<file path="src/rtl/pacc_pkg.sv">
package pacc_pkg;
   localparam int unsigned LANES = 2;

   typedef enum logic [0:0] {
      LANE_LO = 1'b0,
      LANE_HI = 1'b1
   } lane_e;
endpackage

</file>
<file path="src/rtl/pacc_byte_counter.sv">
module pacc_byte_counter #(
   parameter int unsigned WIDTH = 8
) (
   input  logic             clk,
   input  logic             rst_n,
   input  logic             inc_i,
   input  logic             load_i,
   input  logic [WIDTH-1:0] load_val_i,
   output logic [WIDTH-1:0] q_o,
   output logic             wrap_o
);
   localparam logic [WIDTH-1:0] ALL_ONES = {WIDTH{1'b1}};
   localparam logic [WIDTH-1:0] ONE      = WIDTH'(1);

   if (WIDTH < 2) begin : g_bad_width
      $error("pacc_byte_counter: WIDTH must be at least 2");
   end

   logic [WIDTH-1:0] q_r;

   always_ff @(posedge clk) begin
      if (!rst_n)      q_r <= '0;
      else if (load_i) q_r <= load_val_i;
      else if (inc_i)  q_r <= q_r + ONE;
   end

   assign q_o    = q_r;
   assign wrap_o = inc_i && !load_i && (q_r == ALL_ONES);

   // a load wins over a same-cycle increment
   p_load_wins_r5: assert property (@(posedge clk) disable iff (!rst_n)
      load_i |=> q_o == $past(load_val_i));
   // one step per accepted strobe
   p_step_r2: assert property (@(posedge clk) disable iff (!rst_n)
      (inc_i && !load_i) |=> q_o == $past(q_o) + ONE);
   p_hold_r2: assert property (@(posedge clk) disable iff (!rst_n)
      (!inc_i && !load_i) |=> $stable(q_o));
endmodule

</file>
<file path="src/rtl/pacc_sticky_flag.sv">
module pacc_sticky_flag (
   input  logic clk,
   input  logic rst_n,
   input  logic set_i,
   input  logic clr_i,
   output logic flag_o
);
   logic flag_r;

   always_ff @(posedge clk) begin
      if (!rst_n)     flag_r <= 1'b0;
      else if (set_i) flag_r <= 1'b1;
      else if (clr_i) flag_r <= 1'b0;
   end

   assign flag_o = flag_r;

   // set wins over a same-cycle clear
   p_set_wins_r7: assert property (@(posedge clk) disable iff (!rst_n)
      set_i |=> flag_o);
   p_clear_r7: assert property (@(posedge clk) disable iff (!rst_n)
      (clr_i && !set_i) |=> !flag_o);
   // sticky while untouched
   p_sticky_r4: assert property (@(posedge clk) disable iff (!rst_n)
      (!set_i && !clr_i) |=> $stable(flag_o));
endmodule

</file>
<file path="src/rtl/pulse_acc_pair.sv">
module pulse_acc_pair #(
   parameter int unsigned BYTE_W = 8
) (
   input  logic                clk,
   input  logic                rst_n,
   input  logic                pulse_lo,
   input  logic                pulse_hi,
   input  logic                chain_en,
   input  logic                wr_lo_en,
   input  logic                wr_hi_en,
   input  logic [BYTE_W-1:0]   wr_byte,
   input  logic                wr_word_en,
   input  logic [2*BYTE_W-1:0] wr_word,
   input  logic                ovf_clr,
   output logic [BYTE_W-1:0]   cnt_lo,
   output logic [BYTE_W-1:0]   cnt_hi,
   output logic                ovf_flag
);
   import pacc_pkg::*;

   localparam int unsigned    WORD_W   = 2 * BYTE_W;
   localparam logic [BYTE_W-1:0] BYTE_MAX = {BYTE_W{1'b1}};
   localparam logic [BYTE_W-1:0] ONE      = BYTE_W'(1);

   if (BYTE_W < 2 || BYTE_W > 32) begin : g_bad_byte_w
      $error("pulse_acc_pair: BYTE_W must lie in 2..32");
   end
   if (LANES != 2) begin : g_bad_lanes
      $error("pulse_acc_pair: exactly two lanes are supported");
   end

   logic [LANES-1:0]  lane_pulse;
   logic [LANES-1:0]  lane_wr;
   logic [LANES-1:0]  lane_inc;
   logic [LANES-1:0]  lane_load;
   logic [LANES-1:0]  lane_wrap;
   logic [BYTE_W-1:0] lane_val [LANES];
   logic [BYTE_W-1:0] lane_q   [LANES];

   assign lane_pulse[LANE_LO] = pulse_lo;
   assign lane_pulse[LANE_HI] = pulse_hi;
   assign lane_wr[LANE_LO]    = wr_lo_en;
   assign lane_wr[LANE_HI]    = wr_hi_en;

   for (genvar g = 0; g < LANES; g++) begin : g_lane
      // word write picks this lane's slice and outranks the byte strobe
      assign lane_load[g] = wr_word_en || lane_wr[g];
      assign lane_val[g]  = wr_word_en ? wr_word[g*BYTE_W +: BYTE_W] : wr_byte;

      if (g == 0) begin : g_base
         assign lane_inc[g] = lane_pulse[g];
      end else begin : g_cascade
         // chained: carry from the lane below replaces this lane's strobe
         assign lane_inc[g] = chain_en ? lane_wrap[g-1] : lane_pulse[g];
      end

      pacc_byte_counter #(.WIDTH(BYTE_W)) u_cnt (
         .clk        (clk),
         .rst_n      (rst_n),
         .inc_i      (lane_inc[g]),
         .load_i     (lane_load[g]),
         .load_val_i (lane_val[g]),
         .q_o        (lane_q[g]),
         .wrap_o     (lane_wrap[g])
      );
   end

   logic ovf_set;
   assign ovf_set = chain_en && lane_wrap[LANE_HI];

   pacc_sticky_flag u_flag (
      .clk    (clk),
      .rst_n  (rst_n),
      .set_i  (ovf_set),
      .clr_i  (ovf_clr),
      .flag_o (ovf_flag)
   );

   assign cnt_lo = lane_q[LANE_LO];
   assign cnt_hi = lane_q[LANE_HI];

   // carry into the upper byte on the lower byte's rollover edge
   p_carry_r3: assert property (@(posedge clk) disable iff (!rst_n)
      (chain_en && pulse_lo && cnt_lo == BYTE_MAX && !wr_lo_en && !wr_hi_en && !wr_word_en)
      |=> (cnt_hi == $past(cnt_hi) + ONE) && (cnt_lo == '0));
   // upper strobe ignored when chained
   p_hi_strobe_ignored_r3: assert property (@(posedge clk) disable iff (!rst_n)
      (chain_en && !pulse_lo && !wr_hi_en && !wr_word_en) |=> $stable(cnt_hi));
   // no overflow flag from unchained wraps
   p_no_overflow_r8: assert property (@(posedge clk) disable iff (!rst_n)
      (!chain_en && !ovf_flag) |=> !ovf_flag);
   // a lower-byte write suppresses the carry
   p_write_blocks_carry_r9: assert property (@(posedge clk) disable iff (!rst_n)
      (chain_en && wr_lo_en && !wr_hi_en && !wr_word_en) |=> $stable(cnt_hi));
   // word write lands both bytes together
   p_word_load_r6: assert property (@(posedge clk) disable iff (!rst_n)
      wr_word_en |=> {cnt_hi, cnt_lo} == $past(wr_word[WORD_W-1:0]));
endmodule

</file>
<file path="config.mk">
export PLATFORM = sky130hd
export DESIGN_NAME = pulse_acc_pair
export DESIGN_NICKNAME = d
export VERILOG_FILES = /design/src/rtl/pacc_pkg.sv /design/src/rtl/pacc_byte_counter.sv /design/src/rtl/pacc_sticky_flag.sv /design/src/rtl/pulse_acc_pair.sv
export SDC_FILE = /design/constraint.sdc
export NUM_CORES = 1
export LEC_CHECK = 0
export ABC_AREA = 1
export BUFFER_PORTS_ARGS = -buffer_cell sky130_fd_sc_hd__buf_2
export CAP_MARGIN = 5
export CORE_ASPECT_RATIO = 0.9
export CORE_MARGIN = 1
export CORE_UTILIZATION = 35
export CTS_CLUSTER_DIAMETER = 100
export DETAILED_ROUTE_END_ITERATION = 10
export SLEW_MARGIN = 10
export SYNTH_ARGS = -nofsm -noshare
export SYNTH_HDL_FRONTEND = slang
export SYNTH_SLANG_ARGS = --single-unit
</file>
<file path="constraint.sdc">
create_clock -name clk -period 2.8 [get_ports clk]
set_clock_uncertainty 0.15 [all_clocks]
set_input_delay 0.28 -clock clk [delete_from_list [all_inputs] [get_ports clk]]
set_output_delay 0.28 -clock clk [all_outputs]
set_load 0.01 [all_outputs]
</file>
==> summary.md <==
| Metric | Value |
|---|---|
| Post-Syn Area | `1260 um2` |
| Post-Synth XOR/XNOR Area | `2.78%` |
| First-pass GRT wire length | `5.69 mm` |
| Layout area overhead | `23.4%` |
| Vias per cell | `4.88` |
| WP buf/inv | `0` |
| Clock latency at the later pin of the worst-skew pair | `0.25 ns` |
| Most frequent cells in the layout | `buf_2, nand2_1, nand3_1` |
| Vias in the first global route | `1,267` |
| Largest net degree at the start of global routing | `27` |
| Leakage | `0.782 nW` |
| Worst relative slew slack | `66.8%` |
| Post-Layout Cell Count | `283` |
| Hold Crit Start | `ovf_clr` |
| Post-synth EDFFs | `0` |
| Core ar. | `3400 um2` |
| Worst r2r dst | `g_lane[1].u_cnt.q_o[1]` |
| 1st-iter DRT viols | `33` |
| Top FF cell, synth | `dfxtp_1` |
| Count of final hold-check violations | `0` |
| Reg2reg path depth | `8` |
| Vias | `1,380` |
| Initial antenna violation count | `0` |
| Setup_tns | `0 ns` |
| Mux share of post-synthesis cell area | `0.794%` |
| Row cnt | `20` |
| Worst-margin pin slew | `0.498 ns` |
| Final ANT Viol Nets | `0` |
| Crit-path most repeated cell | `nand3_1` |
| Total power | `0.000621 W` |
| Share of layout cells above drive strength 1 | `24.7%` |
| Critical path, cell by cell | `ha_1 -> nand3_1 -> nor2_2 -> nand2_4 -> nand3_2 -> nand3_1 -> nand2_1 -> nor2_1` |
| CP Class | `register to register` |
| Design Area, Final | `1560 um2` |
| Num CTS Buffers | `3` |
| CTS sink count | `17` |
| Chip height | `59.0 um` |
| Initial core utilization | `37.1%` |
| Async set-reset flop share out of synthesis | `0%` |
| Critical Path RT | `2.80 ns` |
| Levels on crit path | `8` |
| Io pins | `50` |
| Maximum vdd drop | `0.000210 V` |
| Maxcap violations | `0` |
| Post-placement cell area | `1510 um2` |
| Commonest non-fill, non-tap cell in the layout | `buf_2` |
| Synth Net Count | `229` |
| Crit path DAT | `1.73 ns` |
| Port Buffers | `49` |
| Critical path's slowest cell | `dfxtp_1` |
| GRT Overall Usage | `19.2%` |
| Dpl cells | `279` |
| Count of final setup violators | `0` |
| Cts hold-fix bufs | `0` |
| R2r startpoint | `g_lane[0].u_cnt.q_o[0]` |
| Hold EP | `u_flag.flag_o` |
| Final worst-path cycle share | `61.8%` |
| Post-synthesis cell type count | `27` |
| Setup crit start kind | `register` |
| RSZ-0062 raised after global routing | `false` |
| Final HPWL DP | `2.68 mm` |
| Pre-Repair DR Iteration Count | `4` |
| Max Buffers Root-to-Sink | `2` |
| Worst hold-check path type | `input pin to register` |
| Reg clk slew, reported paths | `0.07 ns` |
| Reg2Reg Setup Slack | `1.07 ns` |
| Sequential-to-total area share from yosys stat | `27.0%` |
| Status | `finished, final reports clean` |
| Pwr Density | `399 nW/um2` |
| Mapped Avg Cell Area | `6.50 um2` |
| Synth Warn # | `0` |
| Clk root buf | `clkbuf_8` |
| Ant. Diodes | `0` |
| Mapped Cells | `194` |
| Die span in x | `65.3 um` |
| Compound-gate portion of the synthesized area | `19.4%` |
| Remaining global-route overflow | `0` |
| Slowest stage delay, CP | `0.41 ns` |
| Post-Synth Simple-Gate Area | `37.5%` |
| CP Max Fanout | `11` |
| Fin nets | `275` |
| Fin crit period | `1.73 ns` |
| FF+latch count, synth | `17` |
| Crit-path leading delay family | `simple AND/OR/NAND/NOR gates` |
| Final Wtd Congestion | `0.786` |
| Residual DRC | `0` |
| H-tree depth | `1` |
| Max Slew Vio Count | `0` |
| Final WL | `3.34 mm` |
| Max Clk Rate | `578 MHz` |
| Post-CTS Repair Setup Buffers | `0` |
| CTS tree | `built` |
| Die area | `3850 um2` |
| Worst hold margin | `0.130 ns` |
| Post_cts resized | `0` |
| Largest family of logic cells by synthesized area | `simple AND/OR/NAND/NOR gates` |
| Drt wl/cell | `11.8 um` |
| Post-synthesis adder-cell area fraction | `1.98%` |
| CP endpoint kind | `register` |
| Hold path cells | `4` |
[worst min-delay path: stages]
cell     delay [ns]
buf_2          0.08
inv_1          0.03
nand2_1        0.04
a21oi_1        0.05
[synth_stat cells (all sizes together), types with 3 or more instances]
master	n	area, um2
nand2	44	180
nand3	25	130
inv	22	82.6
nor2	20	109
dfxtp	17	340
a21oi	16	80.1
o21ai	10	50.1
nand4	7	43.8
a22oi	6	45.0
buf	6	42.5
a31oi	4	25.0
o21bai	3	22.5
xnor2	3	26.3
[worst max path at each step]
stage,from,to,slack (ns)
2_1_floorplan,g_lane[0].u_cnt.q_o[0],g_lane[1].u_cnt.q_o[7],1.17
3_3_place_gp,g_lane[0].u_cnt.q_o[0],g_lane[1].u_cnt.q_o[1],1.09
3_5_place_dp,g_lane[0].u_cnt.q_o[0],g_lane[1].u_cnt.q_o[1],1.07
4_1_cts,g_lane[0].u_cnt.q_o[0],g_lane[1].u_cnt.q_o[1],1.08
5_1_grt,g_lane[0].u_cnt.q_o[0],g_lane[1].u_cnt.q_o[1],0.90
6_report,g_lane[0].u_cnt.q_o[0],g_lane[1].u_cnt.q_o[1],1.07
[registers in the layout, summed over array words and instances, names as in the netlist]
| register | flops |
|---|---|
| g_lane.u_cnt.q_o | 16 |
| u_flag.flag_o | 1 |
[cells by family after synthesis]
kind of cell,after synthesis
AOI/OAI and AO/OA,42
xor gates and xnor gates,4
adders and majority gates,2
buffers and inverters,30
DFF,17
muxes,1
and+or+nand+nor,98
[per-stage QoR]
| stage | util (%) | setup WS [ns] |
|---|---|---|
| finish | 45.7 | 1.07 |
| global route | 45.7 | 0.904 |
| CTS | 45.7 | 1.08 |
| detailed placement | 44.4 | 1.07 |
| global placement | 44.4 | 1.09 |
| floorplan | - | 1.17 |
[layer usage]
metal / vias up / wire length [um] / track usage [%]
met5: - / 0 / 0
met4: 0 / 10 / 4.97
met3: 2 / 153 / 2.71
met2: 37 / 1470 / 31.7
met1: 595 / 1700 / 26.3
li1: 746 / - / -
[layout make-up]
cell class / count / area, um2
clock buffers: 4 / 45.0
multi-input cells: 147 / 788
well taps: 44 / 55.1
flip-flops and latches: 17 / 340
repair buffers: 49 / 245
inverters: 22 / 82.6
fillers: 396 / 1850
[power by group]
group / internal, W / switching (W)
Sequential: 0.000260 / 0.0000253
Combinational: 0.0000649 / 0.0000862
Clock: 0.000101 / 0.0000834
Total: 0.000426 / 0.000195
(Power assumes the default switching activity.)
